### src/rtl/mdio_mgmt_pkg.sv
package mdio_mgmt_pkg;

    localparam int REG_W     = 32;
    localparam int SEL_W     = 3;
    localparam int DIV_W     = 3;
    localparam int DATA_W    = 16;
    localparam int PHY_W     = 5;
    localparam int PRE_W     = 32;
    localparam int FRAME_W   = PRE_W + 2 + 2 + 2 * PHY_W + 2 + DATA_W;
    localparam int BIT_W     = $clog2(FRAME_W);
    localparam int CNT_W     = 1 << DIV_W;
    localparam int TA_BIT    = PRE_W + 4 + 2 * PHY_W;
    localparam int DATA_BIT  = TA_BIT + 2;
    localparam int DIV_RESET = 7;
    localparam int ABORT_BIT = 31;
    localparam int PHY_LSB   = 8;

    typedef enum logic [SEL_W-1:0] {
        SEL_CFG  = 3'd0,
        SEL_CMD  = 3'd1,
        SEL_TGT  = 3'd2,
        SEL_WDAT = 3'd3,
        SEL_RDAT = 3'd4,
        SEL_IND  = 3'd5
    } reg_sel_e;

    typedef enum logic [1:0] {
        OP_WR = 2'b01,
        OP_RD = 2'b10
    } mdio_op_e;

    typedef struct packed {
        logic [PHY_W-1:0] phy;
        logic [PHY_W-1:0] regn;
    } mdio_tgt_t;

    function automatic logic [FRAME_W-1:0] build_frame(
        input mdio_op_e op, input mdio_tgt_t t, input logic [DATA_W-1:0] d);
        logic [1:0] ta;
        ta = (op == OP_RD) ? 2'b11 : 2'b10;
        return {{PRE_W{1'b1}}, 2'b01, op, t.phy, t.regn, ta, d};
    endfunction

endpackage

### src/rtl/mdio_mdc_gen.sv
module mdio_mdc_gen
    import mdio_mgmt_pkg::*;
(
    input  logic             clk,
    input  logic             rst,
    input  logic             clear,
    input  logic             run,
    input  logic [DIV_W-1:0] div,
    output logic             tick_rise,
    output logic             tick_end,
    output logic             mdc
);
    logic [CNT_W-1:0] cnt_q;
    logic             phase_q;
    logic [CNT_W-1:0] lim;
    logic             wrap;

    // half period minus one: 2^(div+1) - 1
    assign lim  = CNT_W'((32'd1 << (int'(div) + 1)) - 32'd1);
    assign wrap = run && (cnt_q == lim);

    always_ff @(posedge clk) begin
        if (rst || clear) begin
            cnt_q   <= '0;
            phase_q <= 1'b0;
        end else if (run) begin
            if (cnt_q == lim) begin
                cnt_q   <= '0;
                phase_q <= ~phase_q;
            end else begin
                cnt_q <= cnt_q + 1'b1;
            end
        end
    end

    assign tick_rise = wrap && !phase_q;
    assign tick_end  = wrap && phase_q;
    assign mdc       = !run || phase_q;

endmodule

### src/rtl/mdio_frame_engine.sv
module mdio_frame_engine
    import mdio_mgmt_pkg::*;
(
    input  logic               clk,
    input  logic               rst,
    input  logic               abort,
    input  logic               start,
    input  logic               start_rd,
    input  logic [FRAME_W-1:0] frame_in,
    input  logic               tick_rise,
    input  logic               tick_end,
    input  logic               mdio_i,
    output logic               busy,
    output logic               is_rd,
    output logic               done,
    output logic [DATA_W-1:0]  rx_data,
    output logic               mdio_o,
    output logic               mdio_oe
);
    logic               busy_q;
    logic               rd_q;
    logic [BIT_W-1:0]   bit_q;
    logic [FRAME_W-1:0] sh_q;
    logic [DATA_W-1:0]  rx_q;
    logic               last;

    assign last = (bit_q == BIT_W'(FRAME_W - 1));

    always_ff @(posedge clk) begin
        if (rst) begin
            busy_q <= 1'b0;
            rd_q   <= 1'b0;
            bit_q  <= '0;
            sh_q   <= '0;
            rx_q   <= '0;
        end else if (abort) begin
            busy_q <= 1'b0;
            rd_q   <= 1'b0;
            bit_q  <= '0;
        end else if (start) begin
            busy_q <= 1'b1;
            rd_q   <= start_rd;
            bit_q  <= '0;
            sh_q   <= frame_in;
        end else if (busy_q) begin
            if (tick_rise && rd_q && (bit_q >= BIT_W'(DATA_BIT)))
                rx_q <= {rx_q[DATA_W-2:0], mdio_i};
            if (tick_end) begin
                sh_q  <= {sh_q[FRAME_W-2:0], 1'b0};
                bit_q <= bit_q + 1'b1;
                if (last)
                    busy_q <= 1'b0;
            end
        end
    end

    assign busy    = busy_q;
    assign is_rd   = rd_q;
    assign done    = busy_q && tick_end && last;
    assign rx_data = rx_q;
    assign mdio_oe = busy_q && !(rd_q && (bit_q >= BIT_W'(TA_BIT)));
    assign mdio_o  = mdio_oe & sh_q[FRAME_W-1];

endmodule

### src/rtl/mdio_host_ctrl.sv
module mdio_host_ctrl
    import mdio_mgmt_pkg::*;
(
    input  logic        clk,
    input  logic        rst,
    input  logic        reg_wr,
    input  logic [2:0]  reg_addr,
    input  logic [31:0] reg_wdata,
    output logic [31:0] reg_rdata,
    output logic        mdc,
    output logic        mdio_o,
    output logic        mdio_oe,
    input  logic        mdio_i
);
    reg_sel_e           sel;
    logic [DIV_W-1:0]   div_q;
    logic               cmd_q;
    mdio_tgt_t          tgt_q;
    logic [DATA_W-1:0]  wdat_q;
    logic [DATA_W-1:0]  rdat_q;
    logic               nv_q;

    logic               busy, is_rd, done;
    logic               tick_rise, tick_end;
    logic [DATA_W-1:0]  rx_data;
    logic               cfg_wr, abort, open, start_wr, start_rd, start;
    logic [FRAME_W-1:0] frame;
    logic               unused_wdata;

    assign sel          = reg_sel_e'(reg_addr);
    assign cfg_wr       = reg_wr && (sel == SEL_CFG);
    assign abort        = cfg_wr && reg_wdata[ABORT_BIT];
    assign open         = reg_wr && !busy;
    assign start_wr     = open && (sel == SEL_WDAT);
    assign start_rd     = open && (sel == SEL_CMD) && reg_wdata[0] && !cmd_q;
    assign start        = start_wr || start_rd;
    assign frame        = build_frame(start_rd ? OP_RD : OP_WR, tgt_q, reg_wdata[DATA_W-1:0]);
    assign unused_wdata = ^reg_wdata[ABORT_BIT-1:DATA_W];

    always_ff @(posedge clk) begin
        if (rst) begin
            div_q  <= DIV_W'(DIV_RESET);
            cmd_q  <= 1'b0;
            tgt_q  <= '0;
            wdat_q <= '0;
            rdat_q <= '0;
            nv_q   <= 1'b0;
        end else begin
            if (cfg_wr)
                div_q <= reg_wdata[DIV_W-1:0];
            if (open && (sel == SEL_CMD))
                cmd_q <= reg_wdata[0];
            if (open && (sel == SEL_TGT)) begin
                tgt_q.phy  <= reg_wdata[PHY_LSB +: PHY_W];
                tgt_q.regn <= reg_wdata[PHY_W-1:0];
            end
            if (start_wr)
                wdat_q <= reg_wdata[DATA_W-1:0];
            if (done && is_rd)
                rdat_q <= rx_data;
            if (abort)
                nv_q <= 1'b0;
            else if (start_rd)
                nv_q <= 1'b1;
            else if (done && is_rd)
                nv_q <= 1'b0;
        end
    end

    always_comb begin
        reg_rdata = '0;
        case (sel)
            SEL_CFG:  reg_rdata[DIV_W-1:0] = div_q;
            SEL_CMD:  reg_rdata[0] = cmd_q;
            SEL_TGT: begin
                reg_rdata[PHY_LSB +: PHY_W] = tgt_q.phy;
                reg_rdata[PHY_W-1:0]        = tgt_q.regn;
            end
            SEL_WDAT: reg_rdata[DATA_W-1:0] = wdat_q;
            SEL_RDAT: reg_rdata[DATA_W-1:0] = rdat_q;
            SEL_IND: begin
                reg_rdata[0] = busy;
                reg_rdata[2] = nv_q;
            end
            default:  reg_rdata = '0;
        endcase
    end

    mdio_mdc_gen u_mdc (
        .clk       (clk),
        .rst       (rst),
        .clear     (start || abort),
        .run       (busy),
        .div       (div_q),
        .tick_rise (tick_rise),
        .tick_end  (tick_end),
        .mdc       (mdc)
    );

    mdio_frame_engine u_eng (
        .clk       (clk),
        .rst       (rst),
        .abort     (abort),
        .start     (start),
        .start_rd  (start_rd),
        .frame_in  (frame),
        .tick_rise (tick_rise),
        .tick_end  (tick_end),
        .mdio_i    (mdio_i),
        .busy      (busy),
        .is_rd     (is_rd),
        .done      (done),
        .rx_data   (rx_data),
        .mdio_o    (mdio_o),
        .mdio_oe   (mdio_oe)
    );

endmodule

### config.mk
export PLATFORM = sky130hd
export DESIGN_NAME = mdio_host_ctrl
export DESIGN_NICKNAME = d
export VERILOG_FILES = /design/src/rtl/mdio_mgmt_pkg.sv /design/src/rtl/mdio_mdc_gen.sv /design/src/rtl/mdio_frame_engine.sv /design/src/rtl/mdio_host_ctrl.sv
export SDC_FILE = /design/constraint.sdc
export NUM_CORES = 1
export LEC_CHECK = 0
export ABC_CLOCK_PERIOD_IN_PS = 3850
export BUFFER_PORTS_ARGS = -buffer_cell sky130_fd_sc_hd__buf_4
export CORE_ASPECT_RATIO = 2
export CORE_MARGIN = 2
export CORE_UTILIZATION = 60
export CTS_BUF_LIST = sky130_fd_sc_hd__clkbuf_8
export DETAILED_ROUTE_END_ITERATION = 8
export PLACE_DENSITY = 0.81
export SKIP_LAST_GASP = 1
export SLEW_MARGIN = 20
export SYNTH_ARGS = -nofsm -noshare
export SYNTH_HDL_FRONTEND = slang
export SYNTH_SLANG_ARGS = --single-unit
### constraint.sdc
create_clock -name clk -period 3.85 [get_ports clk]
set_clock_uncertainty 0.05 [all_clocks]
set_input_delay 0 -clock clk [delete_from_list [all_inputs] [get_ports clk]]
set_output_delay 0 -clock clk [all_outputs]
set_load 0.03 [all_outputs]
==> impl_metrics.tcl <==
set metrics [dict create \
    critical_path.max_stage_delay_ps 800 \
    rsz0062_at_grt "no" \
    routedWlPerCell_um 18.4 \
    path_buf_inv 1 \
    synth_seq_cells 144 \
    core_area_mm2 0.0105 \
    crit_arrival_ps 3810 \
    p_sw_mw 0.809 \
    cp_slowest_cell "or4_1" \
    grt_first_pass_wirelength_um 26000 \
    required_ps 4180 \
    fp.dieW_um 77.2 \
    ant_nets 0 \
    fin_ws_ps 373 \
    place_congestion 0.867 \
    p_clk_frac 0.394 \
    dieArea_mm2 0.0116 \
    grt_antenna_before_repair 0 \
    synthFlopType "dfxtp_1" \
    cts.clk_slew.worst_paths_ps 80 \
    synth_common_cells "dfxtp_1, nand2_1, mux2i_1" \
    dp_slack_ps 451 \
    drtIter0Drc 329 \
    grt_pass1_vias 5392 \
    overflow 0 \
    dp_hpwl_um 10700 \
    crit_type "register to register" \
    drt-pass1-iter-count 5 \
    leakage_nw 2.84 \
    synth_area_leaders "dfxtp_1, mux2i_1, a211oi_1" \
    routed_wl_um 16000 \
    synth_most_common_cell "dfxtp_1" \
    placementRows 53 \
    slew_violations 0 \
    layout-drive-gt1-share 0.139 \
    cap_violations 0 \
    worst_path_most_repeated_cell "or4_1" \
    io_pins 74 \
    fin_crit_sh 0.903 \
    yosysUniqueCellTypes 57 \
    cts-resized-gates 0 \
    io_buffers 42 \
    initial_core_util 0.614 \
    start_kind "register" \
    min_period_ps 3480 \
    total_power_mw 2.99 \
    multi_input_area_mm2 0.00326 \
    diodes 0 \
    synth_edf_count 0 \
    holdWs_ps 27.6 \
    finalHoldViolations 0 \
    fin_nets 764 \
    hp-class "input pin to register" \
    seqCellArea_mm2 0.00288 \
    grt_max_degree 76 \
    slew_headroom 0.334 \
    worstMarginPinSlew_ps 993 \
    pwr-share-seq 0.521 \
    n_fill_cell 865 \
    cp-end-kind "register" \
    p_comb_frac 0.085 \
    run_status "complete, no violations" \
    cts_tree "yes" \
    yosysTopAreaCell "dfxtp_1" \
    numCtsBuffers 17 \
    synth_top_area_frac 0.448 \
    cp_top_family "simple AND/OR/NAND/NOR gates" \
    syn_to_final_growth_pct 15.1 \
    htreeDepth 4 \
    ys_seq_area_frac 0.448 \
    ys_async_sr_fraction 0 \
    die_h_um 150 \
    setup-tns-final_ps 0 \
    clk_path_buf_depth 2 \
    cp_cell_sequence "and2_1, ha_1, nor3b_1, and3b_1, o31a_1, or4_1, buf_4, or4_1, a21oi_1" \
    fmax_mhz 288 \
    root_buffer "clkbuf_8" \
    powerDensity_mw_per_mm2 403 \
    grt_usage 0.281 \
    syn_area_mm2 0.00643 \
    swShare 0.271 \
    ir_drop_mv 0.307 \
    cts.sinks 144 \
    synth_warnings 0 \
    internal_power_mw 2.18 \
    vias_per_cell 6.30 \
    syn_avg_cell_area_um2 9.44 \
    setup_viol 0 \
    path_max_fanout 19 \
    dr_total_vias 5487 \
    clkLatencyLatePin_ps 460 \
    drc 0 \
    netlist_instances 682 \
]
-- flip-flops by register name (all words and copies together), names as in the netlist --
| name | count |
|---|---|
| cmd_q | 1 |
| frame | 10 |
| u_eng.rx_data | 16 |
| u_eng.busy | 1 |
| wdat_q | 16 |
| div_q | 3 |
| rdat_q | 16 |
| u_eng.bit_q | 6 |
| u_mdc.phase_q | 1 |
| u_eng.sh_q | 64 |
| nv_q | 1 |
| u_eng.is_rd | 1 |
| u_mdc.cnt_q | 8 |
-- placed cells by master, fill, tap and decap left out, types with 8 or more instances in the layout --
cell           count
o221a_1           33
clkbuf_8          18
dlygate4sd3_1     23
conb_1            16
buf_4             54
o21ai_0           27
a211oi_1          58
nor2_1            25
mux2i_1           64
a21oi_1           47
dfxtp_1          144
a22o_1             8
inv_1              8
nand3_1           21
nand2_1           76
-- power by group through the flow --
stage	clock, mW	combinational (mW)	sequential, mW
2_1_floorplan	0	0.179	1.58
4_1_cts	1.19	0.252	1.56
6_report	1.18	0.254	1.56
3_3_place_gp	0	0.224	1.59
5_1_grt	1.25	0.274	1.56
3_5_place_dp	0	0.233	1.59
-- area by class of cell --
cell class	instances	share of cell area
Clock buffer	18	0.0335
Clock inverter	14	0.0193
Inverter	8	0.00405
Multi-Input combinational cell	471	0.440
Sequential cell	144	0.389
Tap cell	137	0.0231
Timing Repair Buffer	79	0.0912
-- logic make-up after synthesis --
logic type	Yosys count	share of synthesized area
fa+ha+maj	4	0.00778
xor+xnor	9	0.0123
flops	144	0.448
compound gates	199	0.227
buf+inv	82	0.0611
other cells	1	0.000583
mux	67	0.107
simple gates	176	0.137
-- worst paths after layout --
path	end	slack, ps	depth (start not counted)	from
worst max-delay path	u_mdc.phase_q	370	9	div_q[1]
worst min-delay path	cmd_q	30	4	reg_addr[0]
worst max register to register	u_mdc.phase_q	370	9	div_q[1]
worst min register to register	wdat_q[3]	410	2	wdat_q[3]
-- tightest hold or removal path, delay by kind of cell --
kind	cells	cell delay [ps]
mux	1	80
simple gates	2	210
buf+inv	1	190
-- per-stage QoR --
step / utilization / std cells / instance area [um^2]
floorplan: - / 697 / 6490
global placement: 0.647 / 816 / 6780
detailed placement: 0.648 / 816 / 6790
CTS: 0.707 / 871 / 7410
global route: 0.707 / 871 / 7410
finish: 0.707 / 871 / 7410
-- metal layers --
metal	up-vias	share of wire	global-route usage	routed length (um)
li1	2583	-	-	-
met1	2636	0.37	0.306	5980
met2	210	0.52	0.493	8410
met3	58	0.047	0.0576	746
met4	0	0.056	0.176	901
met5	-	0	0	0
-- timing repair --
action / CTS / global route
hold buffers: 23 / 0
endpoints found under the hold margin: 49 / 0
buffers inserted: 0 / 0
(Power assumes the default switching activity.)
